### config.mk
export PLATFORM = sky130hd
export DESIGN_NAME = i2c_regwr_target
export DESIGN_NICKNAME = d
export VERILOG_FILES = /design/src/rtl/i2c_rw_pkg.sv /design/src/rtl/i2c_line_sync.sv /design/src/rtl/i2c_byte_engine.sv /design/src/rtl/i2c_reg_bank.sv /design/src/rtl/i2c_regwr_target.sv
export SDC_FILE = /design/constraint.sdc
export NUM_CORES = 1
export LEC_CHECK = 0
export BUFFER_PORTS_ARGS = -buffer_cell sky130_fd_sc_hd__clkbuf_2
export CAP_MARGIN = 30
export CORE_MARGIN = 2
export CORE_UTILIZATION = 50
export DETAILED_ROUTE_END_ITERATION = 10
export GPL_TIMING_DRIVEN = 0
export PLACE_DENSITY = 0.78
export SYNTH_ARGS = -nofsm -noshare
export SYNTH_HDL_FRONTEND = slang
export SYNTH_SLANG_ARGS = --single-unit
### constraint.sdc
create_clock -name clk -period 3.27 [get_ports clk]
set_input_delay 0.1635 -clock clk [delete_from_list [all_inputs] [get_ports clk]]
set_output_delay 0.1635 -clock clk [all_outputs]
set_load 0.05 [all_outputs]
### src/rtl/i2c_rw_pkg.sv
package i2c_rw_pkg;
  localparam int ADDR_W = 7;
  localparam int IDX_W  = 7;
  localparam int BYTE_W = 8;

  typedef enum logic [2:0] {
    ST_IDLE,
    ST_RX,
    ST_DECIDE,
    ST_ACK,
    ST_TX,
    ST_MACK,
    ST_IGNORE
  } eng_state_t;

  typedef enum logic [1:0] {
    PH_DEV,
    PH_PTR,
    PH_DATA
  } byte_phase_t;

  // register index carried by a pointer byte (bit 0 is a don't-care)
  function automatic logic [IDX_W-1:0] ptr_index(input logic [BYTE_W-1:0] b);
    return b[BYTE_W-1:1];
  endfunction

  // does the first byte of a frame select this target
  function automatic logic addr_hit(input logic [BYTE_W-1:0] b,
                                    input logic [ADDR_W-1:0] own);
    return b[BYTE_W-1:1] == own;
  endfunction

  // is an index backed by a real register
  function automatic logic idx_ok(input logic [IDX_W-1:0] idx, input int n);
    return int'({25'd0, idx}) < n;
  endfunction

  // byte kind expected after an acknowledged write-mode byte
  function automatic byte_phase_t next_phase(input byte_phase_t p);
    return (p == PH_PTR) ? PH_DATA : PH_PTR;
  endfunction
endpackage

### src/rtl/i2c_line_sync.sv
module i2c_line_sync #(
  parameter int STAGES = 2
) (
  input  logic clk,
  input  logic rst_n,
  input  logic scl_i,
  input  logic sda_i,
  output logic sda_s,
  output logic start_evt,
  output logic stop_evt,
  output logic scl_rise,
  output logic scl_fall
);
  logic [STAGES-1:0] scl_pipe, sda_pipe;
  logic scl_q, sda_q, scl_s;

  always_ff @(posedge clk or negedge rst_n) begin
    if (!rst_n) begin
      scl_pipe <= '1;
      sda_pipe <= '1;
      scl_q    <= 1'b1;
      sda_q    <= 1'b1;
    end else begin
      scl_pipe <= {scl_pipe[STAGES-2:0], scl_i};
      sda_pipe <= {sda_pipe[STAGES-2:0], sda_i};
      scl_q    <= scl_pipe[STAGES-1];
      sda_q    <= sda_pipe[STAGES-1];
    end
  end

  assign scl_s     = scl_pipe[STAGES-1];
  assign sda_s     = sda_pipe[STAGES-1];
  assign start_evt = scl_s & scl_q & sda_q & ~sda_s;
  assign stop_evt  = scl_s & scl_q & ~sda_q & sda_s;
  assign scl_rise  = scl_s & ~scl_q;
  assign scl_fall  = ~scl_s & scl_q;


  bus_event_excl_chk: assert property (@(posedge clk) disable iff (!rst_n)
    $onehot0({start_evt, stop_evt, scl_rise, scl_fall}));
endmodule

### src/rtl/i2c_byte_engine.sv
module i2c_byte_engine
  import i2c_rw_pkg::*;
#(
  parameter int NUM_REGS = 12,
  parameter int STRAP_W  = 2,
  parameter logic [ADDR_W-STRAP_W-1:0] DEV_HI = 5'b10010
) (
  input  logic               clk,
  input  logic               rst_n,
  input  logic               start_evt,
  input  logic               stop_evt,
  input  logic               scl_rise,
  input  logic               scl_fall,
  input  logic               sda_s,
  input  logic [STRAP_W-1:0] strap,
  input  logic [BYTE_W-1:0]  rd_data,
  output logic [IDX_W-1:0]   ptr,
  output logic               sda_oe,
  output logic               wr_stb,
  output logic [IDX_W-1:0]   wr_idx,
  output logic [BYTE_W-1:0]  wr_data
);
  eng_state_t        st;
  byte_phase_t       ph;
  logic [BYTE_W-1:0] sh;
  logic [2:0]        bcnt;
  logic              rd_mode;
  logic              mack_ok;
  logic [ADDR_W-1:0] own_addr;
  logic [BYTE_W-1:0] rx_next;
  logic              byte_last;

  assign own_addr  = {DEV_HI, strap};
  assign rx_next   = {sh[BYTE_W-2:0], sda_s};
  assign byte_last = (bcnt == 3'd7);

  always_ff @(posedge clk or negedge rst_n) begin
    if (!rst_n) begin
      st      <= ST_IDLE;
      ph      <= PH_DEV;
      sh      <= '0;
      bcnt    <= '0;
      rd_mode <= 1'b0;
      mack_ok <= 1'b0;
      ptr     <= '0;
      sda_oe  <= 1'b0;
      wr_stb  <= 1'b0;
      wr_idx  <= '0;
      wr_data <= '0;
    end else begin
      wr_stb <= 1'b0;
      if (start_evt) begin
        st      <= ST_RX;
        ph      <= PH_DEV;
        bcnt    <= '0;
        rd_mode <= 1'b0;
        sda_oe  <= 1'b0;
      end else if (stop_evt) begin
        st     <= ST_IDLE;
        ph     <= PH_DEV;
        sda_oe <= 1'b0;
      end else begin
        case (st)
          ST_RX: if (scl_rise) begin
            sh   <= rx_next;
            bcnt <= bcnt + 3'd1;
            if (byte_last) st <= ST_DECIDE;
          end
          ST_DECIDE: if (scl_fall) begin
            case (ph)
              PH_DEV: begin
                if (addr_hit(sh, own_addr)) begin
                  rd_mode <= sh[0];
                  sda_oe  <= 1'b1;
                  st      <= ST_ACK;
                end else begin
                  st <= ST_IGNORE;
                end
              end
              PH_PTR: begin
                ptr    <= ptr_index(sh);
                sda_oe <= 1'b1;
                st     <= ST_ACK;
              end
              default: begin
                if (idx_ok(ptr, NUM_REGS)) begin
                  wr_stb  <= 1'b1;
                  wr_idx  <= ptr;
                  wr_data <= sh;
                end
                sda_oe <= 1'b1;
                st     <= ST_ACK;
              end
            endcase
          end
          ST_ACK: if (scl_fall) begin
            bcnt <= '0;
            if (ph == PH_DEV && rd_mode) begin
              st     <= ST_TX;
              sh     <= rd_data;
              sda_oe <= ~rd_data[BYTE_W-1];
            end else begin
              st     <= ST_RX;
              ph     <= next_phase(ph);
              sda_oe <= 1'b0;
            end
          end
          ST_TX: if (scl_fall) begin
            if (byte_last) begin
              sda_oe  <= 1'b0;
              mack_ok <= 1'b0;
              st      <= ST_MACK;
            end else begin
              sh     <= {sh[BYTE_W-2:0], 1'b0};
              sda_oe <= ~sh[BYTE_W-2];
              bcnt   <= bcnt + 3'd1;
            end
          end
          ST_MACK: begin
            if (scl_rise) begin
              if (sda_s) st <= ST_IGNORE;
              else mack_ok <= 1'b1;
            end else if (scl_fall && mack_ok) begin
              st      <= ST_TX;
              sh      <= rd_data;
              sda_oe  <= ~rd_data[BYTE_W-1];
              bcnt    <= '0;
              mack_ok <= 1'b0;
            end
          end
          default: ;
        endcase
      end
    end
  end


  oe_after_fall_chk: assert property (@(posedge clk) disable iff (!rst_n)
    ($rose(sda_oe) || ($fell(sda_oe) && !$past(start_evt) && !$past(stop_evt)))
      |-> $past(scl_fall));


  stb_one_cycle_chk: assert property (@(posedge clk) disable iff (!rst_n)
    wr_stb |=> !wr_stb);


  start_release_chk: assert property (@(posedge clk) disable iff (!rst_n)
    start_evt |=> (!sda_oe && !wr_stb));


  ignore_quiet_chk: assert property (@(posedge clk) disable iff (!rst_n)
    (st == ST_IGNORE) |-> !sda_oe);
endmodule

### src/rtl/i2c_reg_bank.sv
module i2c_reg_bank
  import i2c_rw_pkg::*;
#(
  parameter int NUM_REGS = 12
) (
  input  logic                       clk,
  input  logic                       rst_n,
  input  logic                       wr_stb,
  input  logic [IDX_W-1:0]           wr_idx,
  input  logic [BYTE_W-1:0]          wr_data,
  input  logic [IDX_W-1:0]           rd_idx,
  output logic [BYTE_W-1:0]          rd_data,
  output logic [BYTE_W*NUM_REGS-1:0] regs_flat
);
  logic [BYTE_W-1:0] bank [NUM_REGS];

  for (genvar g = 0; g < NUM_REGS; g++) begin : g_reg
    always_ff @(posedge clk or negedge rst_n) begin
      if (!rst_n) bank[g] <= '0;
      else if (wr_stb && wr_idx == IDX_W'(g)) bank[g] <= wr_data;
    end
    assign regs_flat[g*BYTE_W +: BYTE_W] = bank[g];
  end

  always_comb begin
    rd_data = '0;
    for (int i = 0; i < NUM_REGS; i++) begin
      if (rd_idx == IDX_W'(i)) rd_data = bank[i];
    end
  end


  reserved_keep_chk: assert property (@(posedge clk) disable iff (!rst_n)
    (wr_stb && !idx_ok(wr_idx, NUM_REGS)) |=> $stable(regs_flat));
endmodule

### src/rtl/i2c_regwr_target.sv
module i2c_regwr_target
  import i2c_rw_pkg::*;
#(
  parameter int NUM_REGS    = 12,
  parameter int STRAP_W     = 2,
  parameter logic [ADDR_W-STRAP_W-1:0] DEV_HI = 5'b10010,
  parameter int SYNC_STAGES = 2
) (
  input  logic                       clk,
  input  logic                       rst_n,
  input  logic                       scl_i,
  input  logic                       sda_i,
  input  logic [STRAP_W-1:0]         strap,
  output logic                       sda_oe,
  output logic                       wr_stb,
  output logic [IDX_W-1:0]           wr_idx,
  output logic [BYTE_W-1:0]          wr_data,
  output logic [BYTE_W*NUM_REGS-1:0] regs_flat
);
  logic              sda_s, start_evt, stop_evt, scl_rise, scl_fall;
  logic [IDX_W-1:0]  ptr;
  logic [BYTE_W-1:0] rd_data;

  i2c_line_sync #(.STAGES(SYNC_STAGES)) u_sync (
    .clk(clk), .rst_n(rst_n), .scl_i(scl_i), .sda_i(sda_i),
    .sda_s(sda_s), .start_evt(start_evt), .stop_evt(stop_evt),
    .scl_rise(scl_rise), .scl_fall(scl_fall)
  );

  i2c_byte_engine #(.NUM_REGS(NUM_REGS), .STRAP_W(STRAP_W), .DEV_HI(DEV_HI)) u_eng (
    .clk(clk), .rst_n(rst_n), .start_evt(start_evt), .stop_evt(stop_evt),
    .scl_rise(scl_rise), .scl_fall(scl_fall), .sda_s(sda_s), .strap(strap),
    .rd_data(rd_data), .ptr(ptr), .sda_oe(sda_oe), .wr_stb(wr_stb),
    .wr_idx(wr_idx), .wr_data(wr_data)
  );

  i2c_reg_bank #(.NUM_REGS(NUM_REGS)) u_bank (
    .clk(clk), .rst_n(rst_n), .wr_stb(wr_stb), .wr_idx(wr_idx),
    .wr_data(wr_data), .rd_idx(ptr), .rd_data(rd_data), .regs_flat(regs_flat)
  );


  stb_in_range_chk: assert property (@(posedge clk) disable iff (!rst_n)
    wr_stb |-> idx_ok(wr_idx, NUM_REGS));
endmodule

# --- Yosys cells after proc, flatten, opt, wreduce, memory -nomap -nowiden ---
# Cells that the tools add are included.
# W data, S select, Z words.
totals:
  reg_bits: 144
  in_bits: 6
  out_inout_bits: 113
  wordCells: 222
op_classes:
  addsub: 1
  magnitude_cmp: 1
  n_eq_ne: 59
  mux: 80
  n_bitwise: 16
  n_reduce_logical: 38
op_table:
  columns: ["op", "n"]
  rows:
  - ["$mux W8", 19]
  - ["$mux W3", 22]
  - ["$eq A7 B3 Y1 const B", 8]
  - ["$eq A7 B4 Y1 const B", 8]
  - ["$pmux W8 S4", 1]
  - ["$eq A7 B2 Y1 const B", 4]
  - ["$mux W1", 28]
  - ["$ne A4 B3 Y1 const B", 6]
  - ["$ne A3 B3 Y1 const B", 5]
  - ["$pmux W3 S5", 1]
  - ["$eq A7 B1 Y1 const B", 2]
  - ["$logic_and A1 B1 Y1", 14]
  - ["$logic_not A7 Y1", 2]
  - ["$reduce_and A7 Y1", 2]
  - ["$mux W2", 6]
  - ["$ne A3 B2 Y1 const B", 4]
  - ["$pmux W3 S4", 1]
  - ["$ne A2 B1 Y1 const B", 5]
  - ["$ne A5 B4 Y1 const B", 2]
  - ["$reduce_and A10 Y1", 1]
  - ["$reduce_and A5 Y1", 2]
  - ["$reduce_bool A2 Y1", 5]
  - ["$eq A3 B3 Y1 const B", 3]
  - ["$not A1 Y1", 9]
  - ["other kinds (23)", 35]

# --- Logic depth before layout (Yosys ltp) ---
depth:
  depth_word: 19
  ltp_mapped: 7
  depth_no_buf: 7

# --- Cells and area by module ---
# A second synthesis with hierarchy kept.
unflattened:
  cells_unflattened: 564
  hier_area_um2: 7058.0
by_module_without_submodules:
  columns: ["module", "n_inst", "cells_each", "area_each_um2", "seq_area_each_um2"]
  rows:
  - ["i2c_reg_bank", 1, 357, 4638.2, 2402.3]
  - ["i2c_byte_engine", 1, 197, 2227.1, 1051.0]
  - ["i2c_line_sync", 1, 10, 192.7, 157.7]

# --- Worst setup path after synthesis ---
# Ideal clock, no wire load.
synth_timing:
  kind: "register -> register"
  start: "register u_eng.wr_idx[5]"
  end: "register u_bank.bank, in the netlist u_bank.regs_flat[80]"
  setup_ns: 0.125
  arrival_ns: 1.797
  required_time_ns: 3.145
  setup_slack_ns: 1.349
  stages_incl_launch_ff: 5
  path_buffers: 0
  period_less_slack_ns: 1.921
  cell_sequence: "dfrtp_1 > nor3_1 > nand3b_1 > nor2_1 > mux2_2"
synth_between:
  elab_chain_cells: 2
synth_rtl:
  columns: ["item", "line", "source"]
  rows:
  - ["from (decl)", "i2c_byte_engine.sv:20", "output logic [IDX_W-1:0] wr_idx,"]
  - ["from (signal assigned)", "i2c_byte_engine.sv:88", "wr_idx <= ptr;"]
  - ["$eq A7 B4 Y1", "i2c_reg_bank.sv:20", "else if (wr_stb && wr_idx == IDX_W'(g)) bank[g] <= wr_data;"]
  - ["$logic_and A1 B1 Y1", "i2c_reg_bank.sv:20", null]
  - ["to (signal, indexed assignment)", "i2c_reg_bank.sv:20", null]
  - ["to (decl)", "i2c_reg_bank.sv:15", "logic [BYTE_W-1:0] bank [NUM_REGS];"]
# Every way passes these cells.
# A chain may end at the register's enable or synchronous reset.

# --- Worst setup path after layout ---
layout_timing:
  start: "register u_eng.ptr[1]"
  end: "register u_eng.sh[0]"
layout_between:
  elab_chain_cells: 16
  word_cells_on_any_way: 29
  cone_classes: "11 x eq/ne; 17 x mux; 1 x reduce/logical"
layout_rtl:
  columns: ["item", "line", "source"]
  rows:
  - ["from (decl)", "i2c_byte_engine.sv:17", "output logic [IDX_W-1:0] ptr,"]
  - ["from (signal assigned)", "i2c_byte_engine.sv:81", "ptr <= ptr_index(sh);"]
  - ["$logic_not A7 Y1", "i2c_reg_bank.sv:28", "if (rd_idx == IDX_W'(i)) rd_data = bank[i];"]
  - ["$mux W8 (11 in a row)", "i2c_reg_bank.sv:28", null]
  - ["$mux W8 (*)", "i2c_reg_bank.sv:28", null]
  - ["$mux W8, on equally long branches", "i2c_byte_engine.sv:123, i2c_byte_engine.sv:98", null]
  - ["$mux W8, on equally long branches", "i2c_byte_engine.sv:120, i2c_byte_engine.sv:96", null]
  - ["$pmux W8 S4 (*)", "i2c_byte_engine.sv:63", "case (st)"]
  - ["to (signal assigned)", "i2c_byte_engine.sv:65", "sh <= rx_next;"]
  - ["to (signal assigned)", "i2c_byte_engine.sv:114", "sh <= {sh[BYTE_W-2:0], 1'b0};"]
  - ["to (signal assigned)", "i2c_byte_engine.sv:125", "sh <= rd_data;"]
  - ["to (decl)", "i2c_byte_engine.sv:25", "logic [BYTE_W-1:0] sh;"]
# Every way passes the cells marked *; elsewhere a longest branch is shown, timed or not. The select of a mux whose other input is x is not followed.

==> parameters.txt <==
Parameter                              Value

Pwr
  Sw frac ... 22.4%
  Standby leakage power ... 4.11 nW
  Net switching power ... 0.000892 W
  Areal power density over the cells ... 481 nW/um2
  Worst IR drop on VDD ... 0.366 mV
  Cell internal pwr ... 0.00309 W
  Share of total power in sequential cells ... 47.4%
  Portion of total power attributed to the clock network ... 47.9%
  Comb pwr share ... 4.7%

Route
  Per-cell routed wire length ... 22.6 um
  Vias ... 5209
  Number of design rule violations left after detail routing ... 0
  Total detailed-routing wirelength ... 19.4 mm
  Avg Vias per Cell ... 6.07
  Routed Antenna Nets ... 0
  TritonRoute pass-1 iters ... 5
  1st-iter DRT viols ... 462

Global route
  Initial antenna violation count ... 0
  Global Route met2 Usage ... 44.4%
  Via count of the first global-routing pass ... 5217
  M3 GR Usage ... 7.12%
  Wire length of the first global-routing pass ... 29.9 mm
  Total congestion overflow after global routing ... 0
  Global Route Usage Sum ... 27.4%
  Met1 Track Usage GR ... 35.4%
  Pin count of the biggest net entering global routing ... 107
  Most utilized layer in the global route result ... met2

Die
  Starting density of the core ... 51.3%
  Floorplan die width ... 121 um
  Boundary pin count ... 119
  Core Region ... 13300 um2
  Placement Rows ... 42
  Die Ht ... 121 um
  Full die area ... 14600 um2

Worst setup path
  Peak fanout along the critical path ... 10
  Kind of end point of the critical path ... register
  Required time of the critical path ... 3.55 ns
  Crit Path Class ... reg -> reg
  Kind of start point of the critical path ... register
  Critical register-to-register path endpoint ... u_eng.sh[0]$_DFFE_PN0P_
  Critical path data arrival time ... 2.69 ns
  Register-to-Register Path Depth ... 5
  Setup slack, reg-to-reg ... 0.86 ns
  Launching point of the worst reg2reg path ... u_eng.ptr[1]$_DFFE_PN0P_

Cells and area
  Number of antenna cells inserted ... 0
  Number of standard cells in the layout, taps in and fillers out ... 858
  P&R area growth vs syn ... 21.6%
  Highest-count cells in the layout ignoring fill and taps ... sky130_fd_sc_hd__dfrtp_1, sky130_fd_sc_hd__clkbuf_2, sky130_fd_sc_hd__mux2_2
  Filler cell count ... 1064
  Count of nets after finishing ... 678
  Proportion of layout cells with a drive suffix above 1 ... 42.1%
  Post-route design area ... 8280 um2
  Leading cell type in the layout, fill and taps excluded ... sky130_fd_sc_hd__dfrtp_1

Clock network
  Worst-Skew Late Latency ... 0.41 ns
  TritonCTS sink count ... 144
  Depth of the CTS H-tree ... 4
  TritonCTS Buffers ... 17
  Clock input transition at the sequential cells of the worst setup and hold paths ... 0.06 ns
  CTS max path bufs ... 2
  Cell at the root of the clock tree ... sky130_fd_sc_hd__clkbuf_16
  Clock tree from TritonCTS ... built

Logic synthesis
  Mean instance size in the synthesized netlist ... 12.9 um2
  Proportion of register bits with asynchronous set or reset after synthesis ... 100%
  Flops & latches, synth ... 144
  EDFF count, synth ... 0
  Predominant post-synthesis flop cell ... sky130_fd_sc_hd__dfrtp_1
  Biggest area consumer among synthesized cells ... sky130_fd_sc_hd__dfrtp_1
  Syn Std Cell Area ... 6810 um2
  Area share of the largest cell type after synthesis ... 50.7%
  Synth area leaders ... sky130_fd_sc_hd__dfrtp_1, sky130_fd_sc_hd__mux2_2, sky130_fd_sc_hd__mux2_1
  Synthesized instance count ... 528
  Yosys warning count ... 0
  Portion of the post-synthesis area used by sequential elements ... 53.0%
  Yosys cell types ... 62
  Syn_nets ... 536

Placed design
  Area after detailed placement ... 7670 um2
  Post-Place Worst Slack ... 0.942 ns
  Number of instances in the placed design ... 824
  Routability congestion estimate from global placement ... 0.890
  Port Buffer Count ... 118
  DP HPWL ... 13.3 mm

Timing
  Setup slack of the critical path after layout ... 0.860 ns
  Final hold violation count ... 0
  Worst-Margin Slew ... 0.772 ns
  Worst hold slack ... 0.231 ns
  Number of max-slew violations in the final report ... 0
  Setup violations, final ... 0
  RSZ-0062 raised after global routing ... false
  Highest attainable clock frequency ... 415 MHz
  Time the worst path needs with I/O delays and setup ... 2.41 ns
  Setup TNS ... 0 ns
  Skew final ... 0.00939 ns
  Worst relative slew slack ... 48.5%
  Final worst path period share ... 73.7%

Job
  # Max-Cap Violations ... 0

Min path
  Hold/Removal Path Class ... in -> async

Status
  Status ... complete, no violations
[worst max-delay path by stage]
| stage | start | endpoint | depth (start not counted) | slack (ns) |
|---|---|---|---|---|
| global route | u_eng.ptr[0]$_DFFE_PN0P_ | u_eng.sh[1]$_DFFE_PN0P_ | 7 | 0.68 |
| floorplan | u_eng.wr_idx[5]$_DFFE_PN0P_ | u_bank.regs_flat[80]$_DFFE_PN0P_ | 4 | 1.35 |
| CTS | u_eng.ptr[1]$_DFFE_PN0P_ | u_eng.sh[0]$_DFFE_PN0P_ | 5 | 0.94 |
| detailed placement | u_eng.ptr[1]$_DFFE_PN0P_ | u_eng.sh[0]$_DFFE_PN0P_ | 5 | 0.94 |
| global placement | rst_n | u_bank.regs_flat[43]$_DFFE_PN0P_ | 1 | -0.21 |
| finish | u_eng.ptr[1]$_DFFE_PN0P_ | u_eng.sh[0]$_DFFE_PN0P_ | 5 | 0.86 |
[flip-flops by register name, indices dropped and copies added, names as in the netlist, 2 cells and up]
| name | count |
|---|---|
| u_bank.regs_flat | 96 |
| u_eng.bcnt | 3 |
| u_eng.ph | 2 |
| u_eng.ptr | 7 |
| u_eng.sh | 8 |
| u_eng.st | 3 |
| u_eng.wr_data | 8 |
| u_eng.wr_idx | 7 |
| u_sync.scl_pipe | 2 |
| u_sync.sda_pipe | 2 |
[cells in the mapped netlist, drive strengths merged, types with 3 or more instances]
master    n
mux2i    19
nand3b    8
o21ai    20
mux4     10
nand3    11
clkbuf   16
nor3      4
nor2     16
dfstp     6
nand4     6
dfrtp   138
nand2    26
o221ai    5
o31ai     4
o211ai    3
a21oi    13
and2      7
nand2b    8
nor2b    11
o22ai    13
mux2    122
inv       6
nor3b     4
nor4      3
buf      14
nand4b    3
[cells by family after synthesis]
group / share of synthesized area, %
multiplexers: 26.3
AO/OA/AOI/OAI: 7.40
flip-flops: 53.0
XOR/XNOR: 0.386
buffers and inverters: 2.39
AND/OR/NAND/NOR: 10.2
adder cells (fa/ha/maj): 0.367
[repair_timing]
item	in CTS	in global routing
gates resized for setup	0	0
buffers inserted	0	0
endpoints found under the hold margin	40	0
setup endpoints to repair	0	0
hold buffers	3	0
[metrics by stage]
stage / power (W) / util, %
after floorplan: 0.00201 / -
after global placement: 0.00208 / 57.3
after detailed placement: 0.00210 / 57.7
after CTS: 0.00400 / 62.3
after global routing: 0.00411 / 62.3
final: 0.00399 / 62.3
[critical path: stages (launching register included)]
cell                       delay, ns
sky130_fd_sc_hd__dfrtp_1        0.49
sky130_fd_sc_hd__buf_2          0.34
sky130_fd_sc_hd__clkbuf_1       0.52
sky130_fd_sc_hd__nand4_1        0.46
sky130_fd_sc_hd__o22ai_1        0.34
sky130_fd_sc_hd__o211ai_1       0.11
[power by group through the flow]
stage | clock [W] | sequential [W] | combinational (W)
floorplan | 0 | 0.00189 | 0.000117
global placement | 0 | 0.00191 | 0.000170
detailed placement | 0 | 0.00192 | 0.000187
CTS | 0.00192 | 0.00189 | 0.000190
global route | 0.00201 | 0.00189 | 0.000215
finish | 0.00191 | 0.00189 | 0.000188
[area by class of cell]
type | count | area [um2] | area share, %
Sequential cell | 144 | 3610 | 43.6
Inverter | 6 | 22.5 | 0.272
Buffer | 30 | 140 | 1.69
Clock buffer | 23 | 478 | 5.77
Timing Repair Buffer | 123 | 668 | 8.07
Clock inverter | 8 | 104 | 1.25
Tap cell | 176 | 220 | 2.66
Multi-Input combinational cell | 348 | 3040 | 36.7
[routing by layer]
metal  share of wire [%]  vias up  routed length, um
met5                   0        -                  0
met4                 2.9        0                570
li1                    -     2240                  -
met3                 7.3       29               1420
met2                  49      264               9460
met1                  41     2676               7950
(Power assumes the default switching activity.)
